==> config.mk <==
export PLATFORM = sky130hd
export DESIGN_NAME = tdm_banyan_fabric
export DESIGN_NICKNAME = d
export VERILOG_FILES = /design/src/rtl/tdm_fabric_pkg.sv /design/src/rtl/tdm_slot_ctrl.sv /design/src/rtl/tdm_exchange_stage.sv /design/src/rtl/tdm_banyan_datapath.sv /design/src/rtl/tdm_banyan_fabric.sv
export SDC_FILE = /design/constraint.sdc
export NUM_CORES = 1
export LEC_CHECK = 0
export BUFFER_PORTS_ARGS = -buffer_cell sky130_fd_sc_hd__buf_2
export CAP_MARGIN = 20
export CORE_MARGIN = 5
export CORE_UTILIZATION = 55
export CTS_BUF_LIST = sky130_fd_sc_hd__clkbuf_4
export DETAILED_ROUTE_END_ITERATION = 6
export PLACE_DENSITY = 0.92
export SYNTH_ARGS = -nofsm -noshare
export SYNTH_HDL_FRONTEND = slang
export SYNTH_SLANG_ARGS = --single-unit
export TNS_END_PERCENT = 5
==> constraint.sdc <==
create_clock -name clk -period 2.8 [get_ports clk]
set_clock_uncertainty 0.1 [all_clocks]
set_input_delay 0.7 -clock clk [delete_from_list [all_inputs] [get_ports clk]]
set_output_delay 0.7 -clock clk [all_outputs]
set_load 0.02 [all_outputs]
==> src/rtl/tdm_fabric_pkg.sv <==
package tdm_fabric_pkg;

  // Widest stage count the control struct can carry (up to 256 ports).
  localparam int MAX_STAGES = 8;

  // Control-to-datapath strobes for one slot.
  typedef struct packed {
    logic                  frameStart;  // slot 0 of the frame
    logic [MAX_STAGES-1:0] crossEn;     // per-stage cross enable, unused bits zero
  } slotCtrl_t;

endpackage

==> src/rtl/tdm_slot_ctrl.sv <==
module tdm_slot_ctrl
  import tdm_fabric_pkg::*;
#(
  parameter int NUM_PORTS = 16,
  localparam int LOG2N = $clog2(NUM_PORTS)
) (
  input  logic             clk,
  input  logic             rstN,
  output slotCtrl_t        ctrl,
  output logic [LOG2N-1:0] slotIdx
);

  localparam logic [LOG2N-1:0] LAST_SLOT = LOG2N'(NUM_PORTS - 1);

  logic [LOG2N-1:0] slotCnt;
  logic             armed;

  always_ff @(posedge clk or negedge rstN) begin
    if (!rstN) begin
      slotCnt <= '0;
      armed   <= 1'b0;
    end else begin
      slotCnt <= slotCnt + 1'b1;
      armed   <= 1'b1;
    end
  end

  always_comb begin
    ctrl            = '0;
    ctrl.crossEn[LOG2N-1:0] = slotCnt;
    ctrl.frameStart = (slotCnt == '0);
  end

  assign slotIdx = slotCnt;

  // counting and wrap of the slot index
  a_r2_slot_wrap: assert property (@(posedge clk) disable iff (!rstN)
    (slotCnt == LAST_SLOT) |=> (slotCnt == '0));

  a_r2_slot_step: assert property (@(posedge clk) disable iff (!rstN)
    (armed && $past(slotCnt) != LAST_SLOT) |-> (slotCnt == $past(slotCnt) + 1'b1));

endmodule

==> src/rtl/tdm_exchange_stage.sv <==
module tdm_exchange_stage #(
  parameter int NUM_PORTS = 16,
  parameter int DATA_W    = 8,
  parameter int PAIR_BIT  = 0
) (
  input  logic                        crossEn,
  input  logic [NUM_PORTS*DATA_W-1:0] inData,
  input  logic [NUM_PORTS-1:0]        inValid,
  output logic [NUM_PORTS*DATA_W-1:0] outData,
  output logic [NUM_PORTS-1:0]        outValid
);

  localparam int NUM_ELEMS = NUM_PORTS / 2;
  localparam int LOW_MASK  = (1 << PAIR_BIT) - 1;

  for (genvar e = 0; e < NUM_ELEMS; e++) begin : g_elem
    // Port pair that differs only in bit PAIR_BIT.
    localparam int LO = ((e >> PAIR_BIT) << (PAIR_BIT + 1)) | (e & LOW_MASK);
    localparam int HI = LO | (1 << PAIR_BIT);

    always_comb begin
      if (crossEn) begin
        outData[LO*DATA_W +: DATA_W] = inData[HI*DATA_W +: DATA_W];
        outData[HI*DATA_W +: DATA_W] = inData[LO*DATA_W +: DATA_W];
        outValid[LO]                 = inValid[HI];
        outValid[HI]                 = inValid[LO];
      end else begin
        outData[LO*DATA_W +: DATA_W] = inData[LO*DATA_W +: DATA_W];
        outData[HI*DATA_W +: DATA_W] = inData[HI*DATA_W +: DATA_W];
        outValid[LO]                 = inValid[LO];
        outValid[HI]                 = inValid[HI];
      end
    end
  end

endmodule

==> src/rtl/tdm_banyan_datapath.sv <==
module tdm_banyan_datapath
  import tdm_fabric_pkg::*;
#(
  parameter int NUM_PORTS = 16,
  parameter int DATA_W    = 8,
  localparam int LOG2N    = $clog2(NUM_PORTS),
  localparam int BUS_W    = NUM_PORTS * DATA_W
) (
  input  logic                 clk,
  input  logic                 rstN,
  input  slotCtrl_t            ctrl,
  input  logic [BUS_W-1:0]     inData,
  input  logic [NUM_PORTS-1:0] inValid,
  output logic [BUS_W-1:0]     outData,
  output logic [NUM_PORTS-1:0] outValid
);

  logic [BUS_W-1:0]     stgData  [0:LOG2N];
  logic [NUM_PORTS-1:0] stgValid [0:LOG2N];

  assign stgData[0]  = inData;
  assign stgValid[0] = inValid;

  for (genvar s = 0; s < LOG2N; s++) begin : g_stage
    tdm_exchange_stage #(
      .NUM_PORTS (NUM_PORTS),
      .DATA_W    (DATA_W),
      .PAIR_BIT  (s)
    ) u_stage (
      .crossEn  (ctrl.crossEn[s]),
      .inData   (stgData[s]),
      .inValid  (stgValid[s]),
      .outData  (stgData[s+1]),
      .outValid (stgValid[s+1])
    );
  end

  logic armed;

  always_ff @(posedge clk or negedge rstN) begin
    if (!rstN) begin
      outData  <= '0;
      outValid <= '0;
      armed    <= 1'b0;
    end else begin
      outData  <= stgData[LOG2N];
      outValid <= stgValid[LOG2N];
      armed    <= 1'b1;
    end
  end

  // stages beyond the fabric depth never receive a cross request
  a_r3_spare_bits_bar: assert property (@(posedge clk) disable iff (!rstN)
    (ctrl.crossEn >> LOG2N) == '0);

  // the frame-start slot applies the all-bar control
  a_r8_frame_start_bar: assert property (@(posedge clk) disable iff (!rstN)
    ctrl.frameStart |-> (ctrl.crossEn == '0));

  // slot 0 passes every word straight through
  a_r8_identity: assert property (@(posedge clk) disable iff (!rstN)
    (armed && $past(ctrl.frameStart)) |-> (outData == $past(inData) && outValid == $past(inValid)));

  // a permutation neither drops nor duplicates valid words
  a_r7_valid_count: assert property (@(posedge clk) disable iff (!rstN)
    armed |-> ($countones(outValid) == $past($countones(inValid))));

endmodule

==> src/rtl/tdm_banyan_fabric.sv <==
module tdm_banyan_fabric
  import tdm_fabric_pkg::*;
#(
  parameter int NUM_PORTS = 16,
  parameter int DATA_W    = 8,
  localparam int LOG2N    = $clog2(NUM_PORTS)
) (
  input  logic                        clk,
  input  logic                        rstN,
  input  logic [NUM_PORTS*DATA_W-1:0] inData,
  input  logic [NUM_PORTS-1:0]        inValid,
  output logic [NUM_PORTS*DATA_W-1:0] outData,
  output logic [NUM_PORTS-1:0]        outValid,
  output logic [LOG2N-1:0]            ctrlWord,
  output logic [LOG2N-1:0]            slotIdx
);

  initial begin
    if ((1 << LOG2N) != NUM_PORTS || LOG2N < 1 || LOG2N > MAX_STAGES)
      $error("NUM_PORTS must be a power of two between 2 and 2**MAX_STAGES");
  end

  slotCtrl_t ctrl;

  tdm_slot_ctrl #(
    .NUM_PORTS (NUM_PORTS)
  ) u_ctrl (
    .clk     (clk),
    .rstN    (rstN),
    .ctrl    (ctrl),
    .slotIdx (slotIdx)
  );

  tdm_banyan_datapath #(
    .NUM_PORTS (NUM_PORTS),
    .DATA_W    (DATA_W)
  ) u_path (
    .clk      (clk),
    .rstN     (rstN),
    .ctrl     (ctrl),
    .inData   (inData),
    .inValid  (inValid),
    .outData  (outData),
    .outValid (outValid)
  );

  assign ctrlWord = ctrl.crossEn[LOG2N-1:0];

endmodule

==> results by stage <==
CTS:
- For the worst-skew pair, the clock arrives at the later sink with an insertion delay of ~0.54 ns.
- The buffer levels on the longest clock path is 2.
- After clock tree synthesis, the flow added hold-fix buffers numbering 0.
- Clock-pin slew was measured on the worst setup and hold paths at 0.13 ns.
- The clock tree synthesis step divided the H-tree into 4 levels.
- The number of gates resized after CTS was 0.
- The number of sinks on the clock net is about 150.
- In this run the clock root is driven by a sky130_fd_sc_hd__clkbuf_4.
- The clock tree from TritonCTS is built.
- Buffers inserted during clock tree synthesis total 17.
- Buffers added to address setup during post-CTS repair amount to 0.

Route:
- The overall via count from detail_route is roughly 7500.
- For this run, design rule violations remaining after detail routing come to 0.
- The first detailed-routing pass took 5 iterations.
- After the first detailed-routing iteration, the DRC count stood at about 900.
- The mean number of vias per cell is 7.07.
- After detailed routing, the average wire length per cell comes to between 20 and 30 um.
- The overall routed net length is 27300 um.
- The antenna violation net count after detailed routing is 0.

Synthesis:
- The share of synthesized area occupied by flip-flops and latches is around a third.
- The average instance in the mapped netlist occupies around 21 sq um.
- The combinational family with the most area after synthesis is multiplexers.
- The biggest area consumer among synthesized cells is sky130_fd_sc_hd__mux4_2.
- The share of synthesized area in the top cell type comes to about three fifths.
- The simple-gate share of the synthesized area is 0.0473%.
- Yosys attributes the largest share of cell area to sky130_fd_sc_hd__mux4_2 (61%), sky130_fd_sc_hd__dfrtp_1 (35%), sky130_fd_sc_hd__buf_2 (1.7%).
- The number of flops mapped to enable cells by yosys is 0.
- The commonest cells after synthesis are sky130_fd_sc_hd__mux4_2 (288), sky130_fd_sc_hd__dfrtp_1 (148), sky130_fd_sc_hd__buf_2 (36), sky130_fd_sc_hd__clkbuf_1 (24), sky130_fd_sc_hd__buf_4 (10).
- The share of synthesized registers carrying an async set or reset is 100%.
- The portion of synthesized area spent on multiplexers is just over 60%.
- The Yosys step of the flow raised 0 warnings.
- In this run, distinct cell masters in the synthesized netlist total 11.
- Of the total synthesized cell area, the portion taken by XOR and XNOR cells is less than 1%.
- The adder-cell share of the synthesized area is less than 1%.
- The post-synthesis compound-gate area fraction is 0%.
- Synthesis inferred roughly 150 register bits.
- Counting every instance in the synthesized netlist gives 513.
- The synthesized netlist occupies a cell area of around 11000 sq um.
- The most instantiated library cell after synthesis is sky130_fd_sc_hd__mux4_2.
- The number of nets produced by synthesis is 660.
- In the synthesized netlist the dominant register cell turns out to be sky130_fd_sc_hd__dfrtp_1.

STA:
- Setup repair after global routing left no endpoint under its margin.
- The worst path needs 2.50 ns of the cycle, external delays included.
- Setup violations remaining at the end of the flow were counted as 0.
- Hold timing on the final database bottoms out at a slack of approximately 0.011 ns.
- The number of pins exceeding their max-slew limit in the final report is 0.
- The peak clock frequency supported by timing is about 0.4 GHz.
- The accumulated negative setup slack is 0 ns.
- The final hold violation count is 0.
- The max-slew headroom at the worst pin is ~62%.
- The period utilization is approximately nine tenths.
- For the pin with the worst max-slew slack, the measured transition is roughly 0.57 ns.

Floorplan:
- The effective utilization at floorplan is between 50 and 60%.
- The die covers between 20000 and 25000 sq um.
- The die extent in y is 149 um.
- The total area inside the core boundary comes to between 15000 and 20000 sq um.
- Measured along the x axis, the die boundary spans 149 um.
- During I/O placement, the number of pins put on the boundary was just under 300.
- The number of core rows is 50.

Placed design:
- In this run the tool buffered the top-level ports with about 300 buffer cells.
- The placed wire-length estimate after detailed placement is 21000 um.
- At the end of routability-driven placement, the weighted congestion stood at ~0.88.

Setup path:
- For the worst setup path, the data arrival time is 1.70 ns.
- Tracing the worst setup path back leads to its startpoint at u_ctrl.slotIdx[3].
- The origin of the critical flop-to-flop path is u_ctrl.slotIdx[0].
- The highest net fanout along the worst path is 32.
- The worst setup path is of the flip-flop to primary output kind.
- The critical path startpoint category is a flip-flop.
- The element type at the critical path end is a primary output.
- For the worst setup path, the data required time is about 2 ns.

Global route:
- After global routing the overflow that remains totals 0.
- Global routing consumed, over all layers together, roughly a quarter of the routing resources.
- The number of global-route vias before repair is ~7500.
- The number of antenna violations at the first check in global routing is 3.
- The maximum number of pins on one net before global-route repair is 57.
- The first-pass GRT wire length is ~43000 um.

Finish:
- The net total in the final layout is roughly 940.
- The filler cells instantiated in the layout total 1180.
- The area growth from synthesis to layout is 20.6%.
- The fraction of the core area covered by cells at the end of the flow is 67.8%.
- The proportion of layout cells with a drive suffix above 1 is 81.1%.

Pwr:
- The worst-case vdd ir drop is 0.193 mV.
- Dividing total power by cell area gives a power density of 356 nW/um^2.
- The analysis attributes to cell leakage a power of 4.92 nW.
- The design draws roughly 4.5 mW.

Hold path:
- The type of the worst min-delay path is input pin to async pin.

Run status:
- The run finished with clean final reports.

Flow run:
- Max-cap violations in this run came to 0.
path summary, 6_finish.rpt:
| path | to | slack (ns) | cells past startpoint |
|---|---|---|---|
| hold / removal | u_path.outData[9] | 0.01 | 1 |
| setup reg to reg | u_path.outData[72] | 0.51 | 4 |
| hold reg to reg | u_ctrl.slotIdx[3] | 0.71 | 2 |
| setup / recovery | slotIdx[3] | 0.30 | 2 |
| min in group clk | u_path.outData[43] | 0.68 | 3 |
| max in group asynchronous | u_ctrl.slotIdx[3] | 1.89 | 2 |
through the flow:
stage / cell area (sq um) / std cells / setup WS (ns)
final: 12800 / 1064 / 0.301
after global routing: 12800 / 1063 / 0.167
after CTS: 12700 / 1060 / 0.237
after detailed placement: 12500 / 1029 / 0.532
after global placement: 12500 / 1029 / 0.577
after floorplan: 10600 / 513 / 0.632
routing by layer:
| metal | wire length (um) | GRT usage [%] |
|---|---|---|
| met1 | 9700 | 35.5 |
| met2 | 14200 | 40.7 |
| met3 | 2480 | 3.96 |
| met4 | 883 | 9.93 |
| met5 | 0 | 0 |
cell type report:
class | count | area (sq um) | area share [%]
multi-input combinational | 292 | 6520 | 51.1
sequential | 148 | 3720 | 29.1
timing repair buffer | 328 | 1910 | 15.0
tap | 260 | 325 | 2.55
clock inverter | 14 | 139 | 1.09
clock buffer | 17 | 128 | 1.00
antenna | 4 | 10.0 | 0.0785
inverter | 1 | 3.75 | 0.0294
where the power goes:
part           total (mW)  internal (mW)  switching [mW]  leakage (nW)
clock network        1.32          0.517           0.802         0.135
registers            2.27           2.24          0.0322          1.72
logic               0.952          0.449           0.503          3.06
registers in the layout, summed over array words and instances (netlist names):
name             cells
u_ctrl.slotIdx       4
u_path.outValid     16
u_path.outData     128
cells in the final DEF (no fill, tap or decap), types with 3 or more instances in the layout:
master,count
sky130_fd_sc_hd__buf_2,296
sky130_fd_sc_hd__mux4_2,288
sky130_fd_sc_hd__dfrtp_1,144
sky130_fd_sc_hd__clkbuf_4,17
sky130_fd_sc_hd__buf_4,16
sky130_fd_sc_hd__buf_12,15
sky130_fd_sc_hd__diode_2,4
sky130_fd_sc_hd__clkinvlp_4,4
sky130_fd_sc_hd__dfrtp_4,4
sky130_fd_sc_hd__clkinv_2,3
cell families (layout without fill, tap and decap cells):
group                      Yosys count  count (layout)
muxes                              288             288
other                                0               4
and+or+nand+nor                      1               1
DFF                                148             148
buffers and inverters               73             360
xor gates and xnor gates             2               2
adders and majority gates            1               1
critical path, stage by stage, from the launching register on:
cell,delay (ns)
sky130_fd_sc_hd__dfrtp_4,0.67
sky130_fd_sc_hd__buf_12,0.27
sky130_fd_sc_hd__buf_2,0.21
Power figures use the tool's default switching activity.
